<file path="config.mk">
export PLATFORM = sky130hd
export DESIGN_NAME = lane_cfg_learner
export DESIGN_NICKNAME = d
export VERILOG_FILES = /design/src/rtl/lcl_pkg.sv /design/src/rtl/lcl_lane_track.sv /design/src/rtl/lcl_learn_core.sv /design/src/rtl/lcl_cfg_hold.sv /design/src/rtl/lane_cfg_learner.sv
export SDC_FILE = /design/constraint.sdc
export NUM_CORES = 1
export LEC_CHECK = 0
export ABC_AREA = 1
export BUFFER_PORTS_ARGS = -buffer_cell sky130_fd_sc_hd__buf_2
export CAP_MARGIN = 25
export CORE_MARGIN = 10
export CORE_UTILIZATION = 39
export CTS_BUF_LIST = sky130_fd_sc_hd__clkbuf_8
export CTS_CLUSTER_SIZE = 24
export DETAILED_ROUTE_END_ITERATION = 8
export GPL_TIMING_DRIVEN = 0
export MAX_ROUTING_LAYER = met4
export PLACE_DENSITY = 0.54
export SLEW_MARGIN = 0
export SYNTH_ARGS = -nofsm -noshare
export SYNTH_HDL_FRONTEND = slang
export SYNTH_SLANG_ARGS = --single-unit
</file>
<file path="constraint.sdc">
create_clock -name clk -period 8.45 [get_ports clk]
set_input_delay 2.535 -clock clk [delete_from_list [all_inputs] [get_ports clk]]
set_output_delay 2.535 -clock clk [all_outputs]
set_load 0.03 [all_outputs]
</file>
<file path="src/rtl/lcl_pkg.sv">
package lcl_pkg;

    localparam int CG_W = 10;

    localparam logic [CG_W-1:0] COMMA_CG  = 10'b0011111010;
    localparam logic [CG_W-1:0] TS1_ID_CG = 10'b0101010101;
    localparam logic [CG_W-1:0] TS2_ID_CG = 10'b1010010101;
    localparam logic [4:0]      LANE_TAG  = 5'b10100;

    typedef enum logic [1:0] {
        ID_NONE = 2'd0,
        ID_TS1  = 2'd1,
        ID_TS2  = 2'd2
    } id_kind_e;

    typedef struct packed {
        id_kind_e kind;
        logic     inv;
    } id_cls_t;

    typedef struct packed {
        logic       done;
        logic       bad;
        logic       ts2;
        logic       inv;
        logic [4:0] lane_num;
    } set_rpt_t;

    function automatic logic is_comma(input logic [CG_W-1:0] cg);
        return (cg == COMMA_CG) || (cg == ~COMMA_CG);
    endfunction

    function automatic id_cls_t classify_id(input logic [CG_W-1:0] cg);
        id_cls_t r;
        r.kind = ID_NONE;
        r.inv  = 1'b0;
        if (cg == TS1_ID_CG) begin
            r.kind = ID_TS1;
        end else if (cg == ~TS1_ID_CG) begin
            r.kind = ID_TS1;
            r.inv  = 1'b1;
        end else if (cg == TS2_ID_CG) begin
            r.kind = ID_TS2;
        end else if (cg == ~TS2_ID_CG) begin
            r.kind = ID_TS2;
            r.inv  = 1'b1;
        end
        return r;
    endfunction

endpackage

</file>
<file path="src/rtl/lcl_lane_track.sv">
module lcl_lane_track
    import lcl_pkg::*;
#(
    parameter int TS_LEN = 6
) (
    input  logic            clk,
    input  logic            rst,
    input  logic            cg_valid,
    input  logic [CG_W-1:0] cg,
    output set_rpt_t        rpt
);
    localparam int PW = $clog2(TS_LEN);

    logic            in_set;
    logic [PW-1:0]   pos;
    logic [CG_W-1:0] lane_raw;
    id_cls_t         id_first;
    id_cls_t         cur_cls;
    logic [CG_W-1:0] lane_fix;

    always_comb begin
        cur_cls  = classify_id(cg);
        lane_fix = cur_cls.inv ? ~lane_raw : lane_raw;
    end

    always_ff @(posedge clk) begin
        if (rst) begin
            in_set   <= 1'b0;
            pos      <= '0;
            lane_raw <= '0;
            id_first <= '0;
            rpt      <= '0;
        end else begin
            rpt.done <= 1'b0;
            rpt.bad  <= 1'b0;
            if (cg_valid) begin
                if (is_comma(cg)) begin
                    rpt.bad <= in_set;
                    in_set  <= 1'b1;
                    pos     <= PW'(1);
                end else if (in_set) begin
                    if (pos == PW'(1)) begin
                        lane_raw <= cg;
                        pos      <= PW'(2);
                    end else if (cur_cls.kind == ID_NONE ||
                                 (pos != PW'(2) && cur_cls != id_first)) begin
                        rpt.bad <= 1'b1;
                        in_set  <= 1'b0;
                    end else begin
                        if (pos == PW'(2)) begin
                            id_first <= cur_cls;
                        end
                        if (pos == PW'(TS_LEN-1)) begin
                            in_set <= 1'b0;
                            if (lane_fix[9:5] != LANE_TAG) begin
                                rpt.bad <= 1'b1;
                            end else begin
                                rpt.done     <= 1'b1;
                                rpt.ts2      <= (cur_cls.kind == ID_TS2);
                                rpt.inv      <= cur_cls.inv;
                                rpt.lane_num <= lane_fix[4:0];
                            end
                        end else begin
                            pos <= pos + PW'(1);
                        end
                    end
                end
            end
        end
    end

    AST_DONE_XOR_BAD: assert property (@(posedge clk) disable iff (rst)
        !(rpt.done && rpt.bad));

    AST_DONE_SPACED: assert property (@(posedge clk) disable iff (rst)
        rpt.done |=> !rpt.done);

endmodule

</file>
<file path="src/rtl/lcl_learn_core.sv">
module lcl_learn_core
    import lcl_pkg::*;
#(
    parameter int NUM_LANES = 4,
    parameter int RUN_LEN   = 8
) (
    input  logic                             clk,
    input  logic                             rst,
    input  set_rpt_t                         rpt [NUM_LANES],
    input  logic [$clog2(NUM_LANES+1)-1:0]   width,
    output logic [NUM_LANES-1:0]             lrn_pol,
    output logic                             lrn_rev,
    output logic                             learned
);
    localparam int CW = $clog2(RUN_LEN + 1);

    logic [NUM_LANES-1:0] active, done_v, bad_v, ts2_v, inv_v, num_ok;
    logic [NUM_LANES-1:0] cand_pol, new_pol;
    logic                 cand_rev, new_rev;
    logic [CW-1:0]        run_cnt, cnt_nx;
    logic                 load_cand, good_set;
    logic                 evt, all_done, all_ts2, no_ts2, match;
    logic [4:0]           top_lane;

    always_comb begin
        top_lane = 5'(width) - 5'd1;
        new_rev  = (rpt[0].lane_num != 5'd0);
        for (int i = 0; i < NUM_LANES; i++) begin
            active[i] = (i < int'(width));
            done_v[i] = rpt[i].done;
            bad_v[i]  = rpt[i].bad;
            ts2_v[i]  = rpt[i].ts2;
            inv_v[i]  = rpt[i].inv;
            num_ok[i] = !active[i] ||
                        (rpt[i].lane_num == (new_rev ? top_lane - 5'(i) : 5'(i)));
        end
        new_pol  = inv_v & active;
        evt      = |((done_v | bad_v) & active);
        all_done = ((done_v & active) == active) && !(|(bad_v & active));
        all_ts2  = ((ts2_v & active) == active);
        no_ts2   = ((ts2_v & active) == '0);
        match    = (run_cnt != '0) && (new_pol == cand_pol) && (new_rev == cand_rev);

        cnt_nx    = run_cnt;
        load_cand = 1'b0;
        good_set  = 1'b0;
        if (evt) begin
            if (!all_done || (!all_ts2 && !no_ts2)) begin
                cnt_nx = '0;
            end else if (no_ts2) begin
                cnt_nx = run_cnt;
            end else if (!(&num_ok)) begin
                cnt_nx = '0;
            end else begin
                good_set = 1'b1;
                if (match) begin
                    cnt_nx = (run_cnt == CW'(RUN_LEN)) ? run_cnt : run_cnt + CW'(1);
                end else begin
                    load_cand = 1'b1;
                    cnt_nx    = CW'(1);
                end
            end
        end
    end

    always_ff @(posedge clk) begin
        if (rst) begin
            run_cnt  <= '0;
            cand_pol <= '0;
            cand_rev <= 1'b0;
            lrn_pol  <= '0;
            lrn_rev  <= 1'b0;
            learned  <= 1'b0;
        end else begin
            run_cnt <= cnt_nx;
            if (load_cand) begin
                cand_pol <= new_pol;
                cand_rev <= new_rev;
            end
            if (good_set && cnt_nx == CW'(RUN_LEN)) begin
                learned <= 1'b1;
                lrn_pol <= new_pol;
                lrn_rev <= new_rev;
            end
        end
    end

    AST_LEARNED_STICKY: assert property (@(posedge clk) disable iff (rst)
        learned |=> learned);

    AST_LEARN_AT_RUN_END: assert property (@(posedge clk) disable iff (rst)
        $rose(learned) |-> run_cnt == CW'(RUN_LEN));

    AST_RUN_IN_RANGE: assert property (@(posedge clk) disable iff (rst)
        run_cnt <= CW'(RUN_LEN));

endmodule

</file>
<file path="src/rtl/lcl_cfg_hold.sv">
module lcl_cfg_hold #(
    parameter int NUM_LANES = 4
) (
    input  logic                 clk,
    input  logic                 rst,
    input  logic                 mode_fixed,
    input  logic                 commit,
    input  logic                 learned,
    input  logic [NUM_LANES-1:0] lrn_pol,
    input  logic                 lrn_rev,
    output logic [NUM_LANES-1:0] pol_mask,
    output logic                 reversed,
    output logic                 locked
);
    logic [NUM_LANES-1:0] fix_pol;
    logic                 fix_rev;
    logic                 take, use_fix;

    always_comb begin
        take     = mode_fixed && commit && learned;
        use_fix  = mode_fixed && locked;
        pol_mask = use_fix ? fix_pol : lrn_pol;
        reversed = use_fix ? fix_rev : lrn_rev;
    end

    always_ff @(posedge clk) begin
        if (rst) begin
            fix_pol <= '0;
            fix_rev <= 1'b0;
            locked  <= 1'b0;
        end else begin
            if (take) begin
                fix_pol <= lrn_pol;
                fix_rev <= lrn_rev;
            end
            if (!mode_fixed) begin
                locked <= 1'b0;
            end else if (take) begin
                locked <= 1'b1;
            end
        end
    end

    AST_AUTO_UNLOCKS: assert property (@(posedge clk) disable iff (rst)
        !mode_fixed |=> !locked);

    AST_COMMIT_LOCKS: assert property (@(posedge clk) disable iff (rst)
        (mode_fixed && commit && learned) |=> locked);

    AST_LOCK_NEEDS_LEARN: assert property (@(posedge clk) disable iff (rst)
        locked |-> learned);

    AST_FIXED_STABLE: assert property (@(posedge clk) disable iff (rst)
        (use_fix && $past(use_fix && !commit)) |-> ($stable(pol_mask) && $stable(reversed)));

endmodule

</file>
<file path="src/rtl/lane_cfg_learner.sv">
module lane_cfg_learner
    import lcl_pkg::*;
#(
    parameter int NUM_LANES = 4,
    parameter int TS_LEN    = 6,
    parameter int RUN_LEN   = 8
) (
    input  logic                             clk,
    input  logic                             rst,
    input  logic                             cg_valid,
    input  logic [NUM_LANES*CG_W-1:0]        lane_cg,
    input  logic [$clog2(NUM_LANES+1)-1:0]   width,
    input  logic                             mode_fixed,
    input  logic                             commit,
    output logic [NUM_LANES-1:0]             pol_mask,
    output logic                             reversed,
    output logic                             learned,
    output logic                             locked
);
    set_rpt_t             rpt [NUM_LANES];
    logic [NUM_LANES-1:0] lrn_pol;
    logic                 lrn_rev;

    for (genvar g = 0; g < NUM_LANES; g++) begin : g_lane
        lcl_lane_track #(.TS_LEN(TS_LEN)) u_track (
            .clk      (clk),
            .rst      (rst),
            .cg_valid (cg_valid),
            .cg       (lane_cg[g*CG_W +: CG_W]),
            .rpt      (rpt[g])
        );
    end

    lcl_learn_core #(.NUM_LANES(NUM_LANES), .RUN_LEN(RUN_LEN)) u_core (
        .clk     (clk),
        .rst     (rst),
        .rpt     (rpt),
        .width   (width),
        .lrn_pol (lrn_pol),
        .lrn_rev (lrn_rev),
        .learned (learned)
    );

    lcl_cfg_hold #(.NUM_LANES(NUM_LANES)) u_hold (
        .clk        (clk),
        .rst        (rst),
        .mode_fixed (mode_fixed),
        .commit     (commit),
        .learned    (learned),
        .lrn_pol    (lrn_pol),
        .lrn_rev    (lrn_rev),
        .pol_mask   (pol_mask),
        .reversed   (reversed),
        .locked     (locked)
    );

endmodule

</file>
==> impl_metrics.yaml <==
synth:
  synth_top_area_share_pct: 34.2
  syn_area_per_cell_sq_um: 6.46
  synth-seq-cells: 125
  synth_edf_count: 0
  synth_area_leaders: "dfxtp_1 (34%), nand2_1 (12%), inv_1 (9.5%)"
  synth_cells: 1134
  synth_top_area_cell: "dfxtp_1"
  ys.flop_type: "dfxtp_1"
  seq_area_frac_synth_pct: 34.2
  synthArstFlopShare_pct: 0
  synth_cell_type_count: 44
  syn-cell-area_sq_um: 7330
  ys_warn_count: 0
  syn_nets: 1200
routing:
  drc: 0
  dr.first_iter.drc_count: 358
  wirelength_um: 19600
  avgRoutedWirePerCell_um: 13.5
  vias: 7143
  first_pass_iters: 6
  via_per_inst: 4.92
  drtAntennaViolNets: 0
setup_path:
  worstPathArrival_ns: 3.39
  worstPathRequired_ns: 5.92
  endpoint: "pol_mask[2]"
  worst_path_max_delay_cell: "clkbuf_1"
  criticalPathCategory: "in2out"
  start_kind: "primary input"
  worst_path_largest_cell_delay_ns: 0.29
  reg2reg_slack_ns: 6.01
  startpoint: "mode_fixed"
  critical_path.cell_chain: "buf_2 -> nand2_1 -> clkbuf_1 -> nand2_1 -> o21ai_0 -> buf_2"
  r2r_end: "g_lane[1].u_track.lane_raw[2]"
  cp_max_fo: 10
  worstReg2RegStart: "g_lane[1].u_track.pos[1]"
  reg2reg_depth: 9
  worst_setup_path_end_kind: "output port"
clock_tree:
  cts_htree_levels: 4
  worstSkewPairLatency_ns: 0.45
  hold_buffers: 0
  cts.sinks: 125
  post_cts_buffers: 0
  cts-buffers-inserted: 17
  cts_tree: "yes"
  path_clk_slew_ns: 0.07
  clock_path_buffers: 2
  root_buffer: "clkbuf_8"
  cts_resized: 0
floorplanning:
  pin_count: 55
  row_count: 50
  die_area_sq_um: 24700
  core_area_sq_um: 18600
  dieWidth_um: 157
  die_y_um: 157
  initial_core_util_pct: 39.4
sta:
  finalHoldViolCount: 0
  fmax_ghz: 0.169
  period_share_pct: 70.1
  rsz0062_at_grt: "no"
  setup_viol: 0
  final-max-slew-violation-count: 0
  max_slew_margin_pct: 38.6
  clock_skew_ns: 0.0144
  worstMarginPinSlew_ns: 0.913
  period_minus_slack_ns: 5.92
  tns_ns: 0
  fin_ws_ns: 2.53
placement:
  place_ws_ns: 2.50
  postPlaceCellArea_sq_um: 7880
  io_buffers: 53
  gp_congestion: 0.841
  dp_hpwl_um: 15100
power:
  power_density_nw_per_um2: 146
  vdd.ir_drop.worst_uv: 88.6
  p_leak_nw: 3.86
global_route:
  antenna_found_initial: 0
  grt_max_degree: 17
  grt-ovfl-total: 0
  track_usage_pct: 16.8
  grt_pass1_vias: 6748
  grt_pass1_wl_um: 32700
cells_and_area:
  syn_to_final_growth_pct: 13.1
  nFillCells: 2016
  design_area_sq_um: 8280
  nets: 1272
  insertedDiodeCount: 0
  drive_gt1_share_pct: 9.93
flow_run:
  drv_cap: 0
hold_path:
  hp-class: "reg2reg"
status:
  status: "complete, no violations"
-- metrics by stage --
step / total power [mW] / hold slack, ns / std cells / util [%]
6_report: 1.21 / 0.449 / 1453 / 44.6
5_1_grt: 1.26 / 0.466 / 1453 / 44.6
4_1_cts: 1.22 / 0.453 / 1453 / 44.6
3_5_place_dp: 0.682 / 0.442 / 1421 / 42.4
3_3_place_gp: 0.682 / 0.434 / 1421 / 42.4
2_1_floorplan: 0.645 / 0.424 / 1134 / -
-- how the worst min path moves through the flow --
| stage | endpoint | startpoint | cells past startpoint | slack [ns] |
|---|---|---|---|---|
| 5_1_grt | u_hold.fix_pol[1] | u_hold.fix_pol[1] | 2 | 0.47 |
| 6_report | u_hold.fix_pol[1] | u_hold.fix_pol[1] | 2 | 0.45 |
| 2_1_floorplan | g_lane[0].u_track.rpt[4] | g_lane[0].u_track.rpt[4] | 2 | 0.42 |
| 3_5_place_dp | u_hold.fix_pol[0] | u_hold.fix_pol[0] | 2 | 0.44 |
| 4_1_cts | u_hold.fix_pol[0] | u_hold.fix_pol[0] | 2 | 0.45 |
| 3_3_place_gp | g_lane[0].u_track.rpt[3] | g_lane[0].u_track.rpt[3] | 2 | 0.43 |
-- routing by layer --
metal | part of all wire, % | global-route usage (%)
met5 | 0 | -
met1 | 49 | 21.4
met3 | 3.3 | 3.33
met2 | 46 | 26.4
met4 | 1.4 | 5.25
-- sequential cells by signal, indices dropped and copies added (netlist names) --
name,flops
u_core.lrn_rev,1
g_lane.u_track.lane_raw,40
u_hold.locked,1
u_core.lrn_pol,4
g_lane.u_track.rpt,36
u_core.cand_rev,1
u_hold.fix_pol,4
g_lane.u_track.in_set,4
u_core.run_cnt,4
u_core.cand_pol,4
u_hold.fix_rev,1
g_lane.u_track.pos,12
g_lane.u_track.id_first,12
u_core.learned,1
-- critical path, delay by kind of cell --
| family | cells | cell delay (ns) |
|---|---|---|
| buf+inv | 3 | 0.61 |
| simple gates | 2 | 0.15 |
| compound gates | 1 | 0.08 |
-- cells by family (layout without fill, tap and decap cells) --
kind of cell	count (synthesis)	in the layout	share of synthesized area (%)
compound gates	227	227	16.4
xor+xnor	29	29	3.47
fa+ha+maj	18	18	3.07
buf+inv	217	302	11.5
flops	125	125	34.2
simple gates	518	518	31.4
-- cells in the final DEF, fill, tap and decap left out, types with 2 or more instances in the layout --
cell          n
clkbuf_1     18
nand2_2       5
buf_6         2
nor2_4        2
nand4_1      33
inv_2         2
clkinvlp_4    2
nor2_1      130
clkbuf_8     18
nor4_2        2
o21a_1        2
nor3_1       19
bufinv_16     3
o21ai_0     107
xnor2_1       2
o21ai_1       2
nand3_1      58
buf_2        60
dfxtp_1     125
inv_1       188
o2111ai_1     4
o21ai_2       3
nand2_1     243
a21oi_1      99
or2_2         2
nor4_1        7
ha_1         18
nand3_2       4
o31ai_1       3
xor2_1       27
clkinv_2      6
a211oi_1      3
nand2_4       2
nor3b_1       3
-- where the power goes --
group	internal (mW)	total, mW	switching (mW)
Sequential	0.589	0.589	0.0000114
Combinational	0.0232	0.0798	0.0566
Clock	0.294	0.541	0.247
Total	0.906	1.21	0.304
-- cells in the mapped netlist, types with 7 or more instances --
cell,count
buf_2,7
dfxtp_1,125
nor4_1,7
ha_1,18
clkbuf_1,18
nand3_1,58
inv_1,186
nand2_1,243
nand4_1,33
nor2_1,130
xor2_1,27
a21oi_1,99
nor3_1,19
o21ai_0,107
-- final cells by class --
type	count	area (sq um)	share of cell area [%]
clock buffers	18	248	2.99
clock inverters	14	151	1.83
flip-flops and latches	125	2500	30.2
inverters	188	706	8.52
plain buffers	29	136	1.65
multi-input cells	792	3980	48.1
repair buffers	53	265	3.20
well taps	234	293	3.53
Note: power is estimated with default switching activity, not from simulation.
